`src/rtl/dlt_pkg.sv`:
```
package dlt_pkg;

  typedef enum logic [2:0] {
    ST_IDLE,
    ST_WR_TGT,
    ST_WR_DEC,
    ST_READ,
    ST_WAIT,
    ST_DONE
  } dltState_t;

  typedef struct packed {
    logic clearRun;
    logic wrTgt;
    logic wrDecoy;
    logic rdStrobe;
    logic sample;
    logic advance;
  } dltStrobes_t;

endpackage

```
`src/rtl/dlt_ctrl.sv`:
```
module dlt_ctrl
  import dlt_pkg::*;
#(
  parameter int RD_LAT = 1
) (
  input  logic        clk,
  input  logic        rstN,
  input  logic        start,
  input  logic        lastPat,
  output dltStrobes_t strb,
  output logic        busy,
  output logic        done
);
  localparam int CNT_W = (RD_LAT < 2) ? 1 : $clog2(RD_LAT);
  localparam logic [CNT_W-1:0] CNT_LAST = CNT_W'(RD_LAT - 1);

  dltState_t        state;
  logic [CNT_W-1:0] waitCnt;
  logic             waitEnd;

  assign waitEnd = (state == ST_WAIT) && (waitCnt == CNT_LAST);

  always_ff @(posedge clk) begin
    if (!rstN) begin
      state   <= ST_IDLE;
      waitCnt <= '0;
    end else begin
      unique case (state)
        ST_IDLE:   if (start) state <= ST_WR_TGT;
        ST_WR_TGT: state <= ST_WR_DEC;
        ST_WR_DEC: state <= ST_READ;
        ST_READ: begin
          state   <= ST_WAIT;
          waitCnt <= '0;
        end
        ST_WAIT: begin
          if (waitEnd) state <= lastPat ? ST_DONE : ST_WR_TGT;
          else         waitCnt <= waitCnt + 1'b1;
        end
        ST_DONE:   state <= ST_IDLE;
        default:   state <= ST_IDLE;
      endcase
    end
  end

  always_comb begin
    strb          = '0;
    strb.clearRun = (state == ST_IDLE) && start;
    strb.wrTgt    = (state == ST_WR_TGT);
    strb.wrDecoy  = (state == ST_WR_DEC);
    strb.rdStrobe = (state == ST_READ);
    strb.sample   = waitEnd;
    strb.advance  = waitEnd && !lastPat;
  end

  assign busy = (state != ST_IDLE);
  assign done = (state == ST_DONE);


  decoy_after_target_chk: assert property (@(posedge clk) disable iff (!rstN)
    strb.wrTgt |=> strb.wrDecoy);

  read_after_decoy_chk: assert property (@(posedge clk) disable iff (!rstN)
    strb.wrDecoy |=> strb.rdStrobe);

  done_single_pulse_chk: assert property (@(posedge clk) disable iff (!rstN)
    done |=> !done);

  start_ignored_busy_chk: assert property (@(posedge clk) disable iff (!rstN)
    (busy && start && !done) |=> !strb.wrTgt || $past(strb.sample));

endmodule

```
`src/rtl/dlt_datapath.sv`:
```
module dlt_datapath
  import dlt_pkg::*;
#(
  parameter int               ADDR_W = 16,
  parameter int               DATA_W = 64,
  parameter logic [DATA_W-1:0] DECOY = 64'h0123456789ABCDEF
) (
  input  logic              clk,
  input  logic              rstN,
  input  dltStrobes_t       strb,
  input  logic [ADDR_W-1:0] baseAddr,
  input  logic [DATA_W-1:0] memRData,
  output logic              lastPat,
  output logic [ADDR_W-1:0] memAddr,
  output logic [DATA_W-1:0] memWData,
  output logic              memWe,
  output logic              memRe,
  output logic              fail,
  output logic [ADDR_W-1:0] failAddr,
  output logic [DATA_W-1:0] failExp,
  output logic [DATA_W-1:0] failObs
);
  localparam int HALF    = $clog2(DATA_W);
  localparam int NUM_PAT = 2 * HALF;
  localparam int IDX_W   = $clog2(NUM_PAT);

  logic [ADDR_W-1:0] baseQ;
  logic [IDX_W-1:0]  patIdx;
  logic [DATA_W-1:0] curPat;

  // Block size 2^k alternating pattern; the second half is the inverse
  // of the first, walked back from the widest block.
  function automatic logic [DATA_W-1:0] patternAt(input logic [IDX_W-1:0] idx);
    logic [DATA_W-1:0] p;
    int k;
    logic inv;
    if (int'(idx) < HALF) begin
      k   = int'(idx);
      inv = 1'b0;
    end else begin
      k   = NUM_PAT - 1 - int'(idx);
      inv = 1'b1;
    end
    for (int b = 0; b < DATA_W; b++) p[b] = ((b >> k) & 1) != 0;
    return inv ? ~p : p;
  endfunction

  assign curPat   = patternAt(patIdx);
  assign lastPat  = (patIdx == IDX_W'(NUM_PAT - 1));
  assign memWe    = strb.wrTgt | strb.wrDecoy;
  assign memRe    = strb.rdStrobe;
  assign memAddr  = strb.wrDecoy ? baseQ + 1'b1 : baseQ;
  assign memWData = strb.wrDecoy ? DECOY : curPat;

  always_ff @(posedge clk) begin
    if (!rstN) begin
      baseQ    <= '0;
      patIdx   <= '0;
      fail     <= 1'b0;
      failAddr <= '0;
      failExp  <= '0;
      failObs  <= '0;
    end else if (strb.clearRun) begin
      baseQ    <= baseAddr;
      patIdx   <= '0;
      fail     <= 1'b0;
      failAddr <= '0;
      failExp  <= '0;
      failObs  <= '0;
    end else begin
      if (strb.sample && (memRData != curPat)) begin
        fail <= 1'b1;
        if (!fail) begin
          failAddr <= baseQ;
          failExp  <= curPat;
          failObs  <= memRData;
        end
      end
      if (strb.advance) patIdx <= patIdx + 1'b1;
    end
  end


  no_we_re_overlap_chk: assert property (@(posedge clk) disable iff (!rstN)
    !(memWe && memRe));

  fail_sticky_chk: assert property (@(posedge clk) disable iff (!rstN)
    (fail && !strb.clearRun) |=> fail);

  first_record_held_chk: assert property (@(posedge clk) disable iff (!rstN)
    (fail && !strb.clearRun) |=> ($stable(failAddr) && $stable(failExp) && $stable(failObs)));

  start_clears_fail_chk: assert property (@(posedge clk) disable iff (!rstN)
    strb.clearRun |=> !fail);

endmodule

```
`src/rtl/data_line_tester.sv`:
```
module data_line_tester
  import dlt_pkg::*;
#(
  parameter int               ADDR_W = 16,
  parameter int               DATA_W = 64,
  parameter int               RD_LAT = 1,
  parameter logic [DATA_W-1:0] DECOY = 64'h0123456789ABCDEF
) (
  input  logic              clk,
  input  logic              rstN,
  input  logic              start,
  input  logic [ADDR_W-1:0] baseAddr,
  input  logic [DATA_W-1:0] memRData,
  output logic [ADDR_W-1:0] memAddr,
  output logic [DATA_W-1:0] memWData,
  output logic              memWe,
  output logic              memRe,
  output logic              busy,
  output logic              done,
  output logic              fail,
  output logic [ADDR_W-1:0] failAddr,
  output logic [DATA_W-1:0] failExp,
  output logic [DATA_W-1:0] failObs
);
  dltStrobes_t strb;
  logic        lastPat;

  dlt_ctrl #(.RD_LAT(RD_LAT)) i_ctrl (
    .clk(clk), .rstN(rstN), .start(start), .lastPat(lastPat),
    .strb(strb), .busy(busy), .done(done)
  );

  dlt_datapath #(.ADDR_W(ADDR_W), .DATA_W(DATA_W), .DECOY(DECOY)) i_dp (
    .clk(clk), .rstN(rstN), .strb(strb), .baseAddr(baseAddr),
    .memRData(memRData), .lastPat(lastPat), .memAddr(memAddr),
    .memWData(memWData), .memWe(memWe), .memRe(memRe), .fail(fail),
    .failAddr(failAddr), .failExp(failExp), .failObs(failObs)
  );


  quiet_when_idle_chk: assert property (@(posedge clk) disable iff (!rstN)
    !busy |-> !(memWe || memRe));

endmodule

```
`config.mk`:
```
export PLATFORM = sky130hd
export DESIGN_NAME = data_line_tester
export DESIGN_NICKNAME = d
export VERILOG_FILES = /design/src/rtl/dlt_pkg.sv /design/src/rtl/dlt_ctrl.sv /design/src/rtl/dlt_datapath.sv /design/src/rtl/data_line_tester.sv
export SDC_FILE = /design/constraint.sdc
export NUM_CORES = 1
export LEC_CHECK = 0
export ABC_AREA = 0
export BUFFER_PORTS_ARGS = -buffer_cell sky130_fd_sc_hd__buf_2
export CORE_AREA = 2 2 130 164
export DETAILED_ROUTE_END_ITERATION = 10
export DIE_AREA = 0 0 132 166
export PLACE_DENSITY_LB_ADDON = 0.15
export SYNTH_ARGS = -nofsm -noshare
export SYNTH_HDL_FRONTEND = slang
export SYNTH_SLANG_ARGS = --single-unit
```
`constraint.sdc`:
```
create_clock -name clk -period 4.14 [get_ports clk]
set_input_delay 0.207 -clock clk [delete_from_list [all_inputs] [get_ports clk]]
set_output_delay 0.207 -clock clk [all_outputs]
set_load 0.01 [all_outputs]
```
==> results of run 1 <==
==> worst max-delay path: cells and delay by family (launching register included) <==
family / cells / cell delay [ps]
simple gates: 4 / 1070
compound gates: 6 / 1350
buf+inv: 5 / 890
fa+ha+maj: 1 / 220
flops: 1 / 380
==> area by class of cell <==
type	count	area, um2	area share
clock buffer	17	425	0.0301
clock inverter	15	169	0.0120
inverter	12	45.0	0.00319
multi-input combinational	1088	6660	0.471
sequential	169	3390	0.240
tap	274	343	0.0243
timing repair buffer	494	3110	0.220
==> per-stage QoR <==
stage / hold slack [ps] / cell area [um2] / setup TNS [ps]
after floorplan: 352 / 10600 / 0
after global placement: 435 / 13300 / 0
after detailed placement: 445 / 13300 / 0
after CTS: 2.21 / 13900 / 0
after global routing: 16.9 / 14100 / -7.17
final: 5.76 / 14100 / 0
==> cell usage after synthesis, drive strengths merged, types with 9 or more instances <==
| master | instances | area share |
|---|---|---|
| a211oi | 23 | 0.017 |
| a21boi | 18 | 0.013 |
| a21oi | 142 | 0.068 |
| a22oi | 9 | 0.0064 |
| a31oi | 10 | 0.0059 |
| and2 | 10 | 0.0059 |
| buf | 60 | 0.041 |
| clkbuf | 73 | 0.026 |
| dfxtp | 169 | 0.32 |
| inv | 11 | 0.0039 |
| mux2i | 36 | 0.035 |
| nand2 | 166 | 0.059 |
| nand2b | 42 | 0.025 |
| nand3 | 92 | 0.043 |
| nand4 | 12 | 0.0071 |
| nor2 | 99 | 0.037 |
| nor3 | 22 | 0.011 |
| nor3b | 9 | 0.0078 |
| o211ai | 9 | 0.0068 |
| o21ai | 146 | 0.069 |
| or2 | 14 | 0.0085 |
| or3 | 10 | 0.0059 |
| or4 | 16 | 0.011 |
| xnor2 | 35 | 0.029 |
| xor2 | 24 | 0.020 |
==> cell families after synthesis <==
family                   after synthesis  synth area share
AO/OA/AOI/OAI                        454             0.266
XOR/XNOR                              59            0.0493
adder cells (fa/ha/maj)                5           0.00589
buffers and inverters                145            0.0711
flip-flops                           169             0.318
multiplexers                          38            0.0372
AND/OR/NAND/NOR                      532             0.252
==> flip-flops by register name, summed over array words and instances, names as in the netlist <==
name,cells
i_dp.patIdx,4
i_dp.failAddr,16
i_ctrl.state,3
i_dp.failObs,64
i_ctrl.waitCnt,1
i_dp.baseQ,16
i_dp.failExp,64
i_dp.fail,1
==> worst paths after layout <==
| kind | from | endpoint | slack (ps) | cells past startpoint |
|---|---|---|---|---|
| hold / removal | baseAddr[10] | i_dp.baseQ[10] | 6 | 3 |
| setup / recovery | i_dp.patIdx[3] | i_dp.failObs[38] | 130 | 16 |
| hold reg to reg | i_dp.failExp[1] | i_dp.failExp[1] | 450 | 2 |
| setup reg to reg | i_dp.patIdx[3] | i_dp.failObs[38] | 130 | 16 |
==> power by group <==
group / total [mW] / internal [mW] / switching, mW
sequential: 1.68 / 1.65 / 0.0292
combinational: 0.558 / 0.198 / 0.360
clock: 1.67 / 0.819 / 0.846
total: 3.90 / 2.67 / 1.23
==> layer usage <==
metal | routed length [um] | global-route usage
met3 | 3830 | 0.0769
met5 | 0 | 0
met4 | 3250 | 0.251
met1 | 18000 | 0.486
met2 | 21700 | 0.669
==> what timing repair did <==
item,CTS,global route
cloned,0,1
setup endpoints to repair,43,145
pin swaps,0,5
setup buffers,0,4
endpoints found under the hold margin,1,0
hold buffers,1,0
resized for setup,2,28
==> qor.txt, run 1 <==
cell area power density = 276 nW/um2
Arr. time, crit path = 4370 ps
Placed Cells = 2031
Netlist cell types = 100
synthesized cell area = 10600 um2
Setup WS post-layout = 133 ps
largest net degree at the start of global routing = 101
H-Tree Level Count = 4
final setup skew = 18.4 ps
GRT overflow = 0
PortBufs = 311
RePlAce Congestion = 1.06
die height = 166 um
number of synthesized register bits = 169
die area = 21900 um2
Peak VDD IR = 0.000359 V
clk slew on worst S/H paths = 90 ps
count of final hold-check violations = 0
crit-path max FO = 31
total core area = 20400 um2
dpl ws = 8.31 ps
relative slew slack = 0.459
most frequent CP cell = buf_4
DR vias = 12700
Critical Path RT = 4500 ps
status = finished, final reports clean
predominant post-synthesis flop cell = dfxtp_1
Seq/Total Area, Yosys = 0.318
CTS tree = yes
DR WL/cell = 22.6 um
drt drc = 0
Mean Syn Cell Area = 7.58 um2
worst-skew pair later-pin latency = 440 ps
crit path time final = 4010 ps
Sink Count = 169
Yosys warning total = 0
most common cell after layout, fill and taps aside = buf_2
commonest cells after routing, fill and taps aside = buf_2, buf_4, dfxtp_1, nand2_1, a21oi_1
Lkg Pwr = 6.08 nW
Num CTS Buffers = 17
clk root buf = clkbuf_16
Nets = 1870
fin crit share = 0.968
Worst path slowest cell = a211oi_2
Final Slew Violations = 0
max-capacitance violation count = 0
# IOs = 312
Routed Antenna Nets = 0
Final setup viols = 0
Final Total Pwr = 3.90 mW
layout cells sized above 1 = 0.331
Worst Setup Start Kind = register
initial antenna violation count = 0
Total GRT Usage = 0.405
CTS max path bufs = 2
Initial Util = 0.520
Iter 0 DRT Violations = 1322
Crit Path Category = reg -> reg
first-pass GRT wire length = 69400 um
min-delay worst type = in -> reg
Layout area overhead = 33.0%
Cell Chain, Critical Path = inv_1 > ha_1 > buf_4 > a21oi_4 > buf_4 > o21ai_0 > a211oi_2 > o221ai_1 > nor4_1 > nand4_1 > nor4_4 > and4_4 > buf_4 > clkbuf_16 > o21ai_0 > a21oi_1
row cnt = 59
vias in the first global route = 12000
EDFF count, synth = 0
final cell count without fillers = 2069
Post-synth ARST share = 0
DP HPWL = 34700 um
Slew @ Worst Pin = 812 ps
Mapped Nets = 1490
critical path capture point type = register
post-synthesis instance total = 1402
# diodes = 0
crit-path max cell delay = 480 ps
final wirelength = 46700 um
fillcell total = 1797
routed vias/inst = 6.16
chip width = 132 um
router iterations before antenna repair = 6
Post-Route Utilization = 0.691
fmax = 0.250 GHz
(Power assumes the default switching activity.)
==> inputs of run 2 (changes only) <==
--- a/constraint.sdc
+++ b/constraint.sdc
@@ -3,2 +3,2 @@
 set_output_delay 0.207 -clock clk [all_outputs]
-set_load 0.01 [all_outputs]
+set_load 0.1 [all_outputs]
==> qor.txt, run 2 (same netlist as run 1, synthesis figures left out) <==
status = finished, final reports clean
Nets = 1853 (-0.91%)
clk root buf = clkbuf_16
Sink Count = 169 (unchanged)
worst-skew pair later-pin latency = 450 ps (about the same)
largest net degree at the start of global routing = 101 (unchanged)
row cnt = 59 (unchanged)
most frequent CP cell = nand2b_1
Post-Route Utilization = 0.714 (+0.0226)
CTS max path bufs = 2 (unchanged)
DR vias = 12800 (+0.75%)
PortBufs = 311 (unchanged)
RePlAce Congestion = 1.06 (-0.52%)
crit path time final = 4070 ps (+66.4 ps)
Slew @ Worst Pin = 796 ps (-15.2 ps)
crit-path max FO = 37 (+19%)
GR Util met2 = 0.673 (+0.00385)
CP delay by family, top = simple AND/OR/NAND/NOR gates
router iterations before antenna repair = 6 (unchanged)
Buf/Inv on CP = 4 (-1)
die area = 21900 um2 (unchanged)
fmax = 0.245 GHz (-1.6%)
H-Tree Level Count = 4 (unchanged)
Worst Setup Start Kind = register
die height = 166 um (unchanged)
count of final hold-check violations = 0 (unchanged)
Initial Util = 0.520 (unchanged)
routed vias/inst = 6.25 (+1.5%)
CTS tree = yes
Final Slew Violations = 0 (unchanged)
most crowded layer after global routing = met2
relative slew slack = 0.469 (+0.0101)
WHS = 3.82 ps (-1.94 ps)
Arr. time, crit path = 4440 ps (+70 ps)
dpl ws = -277 ps (-285 ps)
Worst path slowest cell = dfxtp_2
final wirelength = 47300 um (+1.2%)
fin crit share = 0.984 (+0.0160)
# IOs = 312 (unchanged)
Final Total Pwr = 4.54 mW (+16%)
Final setup viols = 0 (unchanged)
Cell Chain, Critical Path = buf_6 > buf_4 > nand2b_1 > o221ai_1 > nand2b_1 > xnor2_1 > o2111a_1 > nand4_1 > nor4_2 > and4_4 > buf_12 > clkbuf_16 > o21ai_0 > a21oi_1
layout cells sized above 1 = 0.326 (-0.00527)
Num CTS Buffers = 17 (unchanged)
commonest cells after routing, fill and taps aside = buf_2, dfxtp_1, nand2_1, buf_4, a21oi_1
drt drc = 0 (unchanged)
crit-path max cell delay = 430 ps (-50 ps)
GR Util met3 = 0.0830 (+0.00611)
DP HPWL = 34800 um (+0.41%)
vias in the first global route = 11900 (-0.84%)
first-pass GRT wire length = 70200 um (+1.2%)
clk slew on worst S/H paths = 80 ps (about the same)
GRT overflow = 0 (unchanged)
Peak VDD IR = 0.000293 V (-18%)
total core area = 20400 um2 (unchanged)
Setup WS post-layout = 66.6 ps (-66.4 ps)
min-delay worst type = in -> reg
Routed Antenna Nets = 0 (unchanged)
Total GRT Usage = 0.409 (+0.00345)
Lkg Pwr = 6.19 nW (+1.8%)
Iter 0 DRT Violations = 1679 (+27%)
initial antenna violation count = 0 (unchanged)
final setup skew = 23.3 ps (+4.87 ps)
Crit Path Category = reg -> reg
Layout area overhead = 37.3%
DR WL/cell = 23.0 um (+2.0%)
most common cell after layout, fill and taps aside = buf_2
Largest regs = i_dp.failExp: 64 flops, i_dp.failObs: 64 flops
chip width = 132 um (unchanged)
cell area power density = 311 nW/um2 (+13%)
cell area after layout = 14600 um2 (+3.3%)
Critical Path RT = 4510 ps (about the same)
critical path capture point type = register
max-capacitance violation count = 0 (unchanged)
met1 GRT Util = 0.484 (-0.00140)
Area after DPL = 13700 um2 (+3.1%)
run 2: worst paths after layout:
kind                            slack (ps)              from               end  cells past startpoint
worst min register to register         450  i_dp.failExp[13]  i_dp.failExp[13]                      2
worst max register to register          70    i_dp.patIdx[2]  i_dp.failObs[57]                     14
worst max-delay path                    70    i_dp.patIdx[2]  i_dp.failObs[57]                     14
worst min-delay path                     4       baseAddr[7]     i_dp.baseQ[7]                      3
run 2: area by class of cell:
cell class / instances / area [um2]
fill: 1650 / 5850
tap: 274 / 343
sequential: 169 / 3390
timing repair buffer: 476 / 3540
clock inverter: 14 / 174
antenna: 1 / 2.50
inverter: 12 / 45.0
clock buffer: 18 / 439
multi-input combinational: 1089 / 6660
run 2: report_power, final:
group | leakage [nW] | internal [mW] | total (mW) | switching, mW
clock network | 0.294 | 0.839 | 1.72 | 0.883
registers | 1.36 | 1.65 | 1.68 | 0.0298
logic | 4.53 | 0.271 | 1.14 | 0.873
total | 6.19 | 2.76 | 4.54 | 1.79
run 2: layer usage:
metal | vias up | part of all wire
li1 | 5774 | -
met1 | 5994 | 0.37
met2 | 862 | 0.46
met3 | 201 | 0.096
met4 | 0 | 0.074
met5 | - | 0
run 2: tightest hold or removal path, stage by stage:
cell and delay, ps:
buf_2 90, nand2_1 40, a21boi_0 60
run 2: stage by stage:
step / TNS, ps / std cells
4_1_cts: 0 / 2043
2_1_floorplan: 0 / 1402
6_report: 0 / 2053
3_5_place_dp: -24200 / 2011
5_1_grt: -9550 / 2052
3_3_place_gp: -25710 / 2011
run 2: timing repair:
item | in CTS | in global routing
pin swaps | 0 | 7
gates resized for setup | 8 | 23
hold buffers | 0 | 0
endpoints found under the setup margin | 145 | 145
gates cloned | 0 | 2
setup buffers | 0 | 7
==> inputs of run 3 (changes only) <==
Settings changed: HOLD_SLACK_MARGIN set to 0.12.
==> qor.txt, run 3 (same netlist as run 1, synthesis figures left out) <==
critical path capture point type = register
vias in the first global route = 12500 (+5.1%)
Initial Util = 0.520 (unchanged)
row cnt = 59 (unchanged)
GRT overflow = 0 (unchanged)
clk root buf = clkbuf_16
final setup skew = 22.8 ps (-0.446 ps)
RePlAce Congestion = 1.06 (unchanged)
fmax = 0.245 GHz (-0.15%)
Buf/Inv on CP = 4 (unchanged)
Arr. time, crit path = 4420 ps (-20 ps)
die height = 166 um (unchanged)
Worst path slowest cell = nor2b_1
min-delay worst type = in -> reg
status = finished, final reports clean
fillcell total = 1511 (-8.4%)
crit-path max cell delay = 580 ps (+150 ps)
fin crit share = 0.985 (+0.00150)
H-Tree Level Count = 4 (unchanged)
CP delay by family, top = simple AND/OR/NAND/NOR gates
first-pass GRT wire length = 73700 um (+4.9%)
cell area power density = 301 nW/um2 (-3.4%)
Final setup viols = 0 (unchanged)
CTS max path bufs = 2 (unchanged)
crit-path max FO = 34 (-8.1%)
routed vias/inst = 6.29 (+0.67%)
count of final hold-check violations = 0 (unchanged)
layout cells sized above 1 = 0.312 (-0.0138)
unrepaired setup endpoints after global routing = false
max-capacitance violation count = 0 (unchanged)
Crit Path Category = reg -> reg
# diodes = 0 (-1)
final cell count without fillers = 2124 (+3.5%)
Cell Chain, Critical Path = buf_4 > ha_2 > buf_12 > nor2b_1 > mux2i_1 > buf_4 > a2111o_1 > o211ai_1 > nand4_1 > nor4_2 > and4_4 > buf_16 > o21ai_0 > a21oi_1
Slew @ Worst Pin = 826 ps (+29.7 ps)
crit path time final = 4080 ps (+6.22 ps)
clk slew on worst S/H paths = 80 ps (about the same)
WHS = 140 ps (+136 ps)
final wirelength = 49400 um (+4.6%)
relative slew slack = 0.448 (-0.0211)
dpl ws = -277 ps (unchanged)
Iter 0 DRT Violations = 1554 (-7.4%)
Final Slew Violations = 0 (unchanged)
drt drc = 0 (unchanged)
Area after DPL = 13700 um2 (unchanged)
Total GRT Usage = 0.429 (+0.0200)
total core area = 20400 um2 (unchanged)
Lkg Pwr = 6.49 nW (+4.9%)
Peak VDD IR = 0.000286 V (-2.5%)
router iterations before antenna repair = 8 (+2)
cell area after layout = 15300 um2 (+5.0%)
DR WL/cell = 23.3 um (+1.1%)
Critical Path RT = 4480 ps (-30 ps)
Setup WS post-layout = 60.4 ps (-6.22 ps)
DR vias = 13400 (+4.2%)
area occupied by multi-input gates = 6690 um2 (+0.38%)
commonest cells after routing, fill and taps aside = buf_2, dfxtp_1, nand2_1, buf_4, a21oi_1
chip width = 132 um (unchanged)
DP HPWL = 34800 um (unchanged)
most common cell after layout, fill and taps aside = buf_2
largest net degree at the start of global routing = 101 (unchanged)
Routed Antenna Nets = 0 (unchanged)
Layout area overhead = 44.2%
Largest regs = i_dp.failExp: 64 flops, i_dp.failObs: 64 flops
# IOs = 312 (unchanged)
Num CTS Buffers = 17 (unchanged)
worst-skew pair later-pin latency = 450 ps (about the same)
die area = 21900 um2 (unchanged)
sequential cell area = 3390 um2 (about the same)
initial antenna violation count = 0 (unchanged)
Worst Setup Start Kind = register
Final Total Pwr = 4.61 mW (+1.4%)
Nets = 1925 (+3.9%)
CTS tree = yes
Sink Count = 169 (unchanged)
PortBufs = 311 (unchanged)
most frequent CP cell = buf_4
Placed Cells = 2011 (unchanged)
## run 3: changes by cell type in the layout (fill, tap and decap cells not counted), sizes merged
cell	change
dlygate4sd3	+74
buf	-2
diode	-1
## run 3: repair_timing
| item | CTS | global route |
|---|---|---|
| cloned | 0 | 2 |
| hold endpoints to repair | 74 | 0 |
| hold buffers | 74 | 0 |
| endpoints found under the setup margin | 145 | 145 |
| buffers inserted | 0 | 5 |
| resized for setup | 8 | 29 |
| pin swaps | 0 | 10 |
## run 3: metal layers
| layer | global-route usage | part of all wire |
|---|---|---|
| met5 | 0 | 0 |
| met2 | 0.707 | 0.46 |
| met4 | 0.294 | 0.081 |
| met1 | 0.492 | 0.36 |
| met3 | 0.0995 | 0.10 |
## run 3: worst paths after layout
check / start / end / slack [ps] / cells past startpoint
max: i_dp.patIdx[2] / i_dp.failObs[32] / 60 / 14
min: start / i_ctrl.state[0] / 140 / 3
max reg2reg: i_dp.patIdx[2] / i_dp.failObs[32] / 60 / 14
min reg2reg: i_dp.failExp[13] / i_dp.failExp[13] / 450 / 2
## run 3: tightest hold or removal path: cells and delay by family
family,cells,cell delay (ps)
buf+inv,1,110
simple gates,2,210
## run 3: stage by stage
step | util | TNS, ps
floorplan | - | 0
global placement | 0.671 | -25710
detailed placement | 0.671 | -24200
CTS | 0.739 | 0
global route | 0.749 | 0
finish | 0.749 | 0
## run 3: layout make-up
| cell class | instances | area share |
|---|---|---|
| multi-input combinational | 1089 | 0.436 |
| timing repair buffer | 548 | 0.277 |
| sequential | 169 | 0.221 |
| clock buffer | 18 | 0.0287 |
| tap | 274 | 0.0224 |
| clock inverter | 14 | 0.0113 |
| inverter | 12 | 0.00294 |
## run 3: power by group
part / switching (mW) / internal, mW
combinational: 0.892 / 0.318
sequential: 0.0302 / 1.65
clock: 0.881 / 0.839
total: 1.80 / 2.81
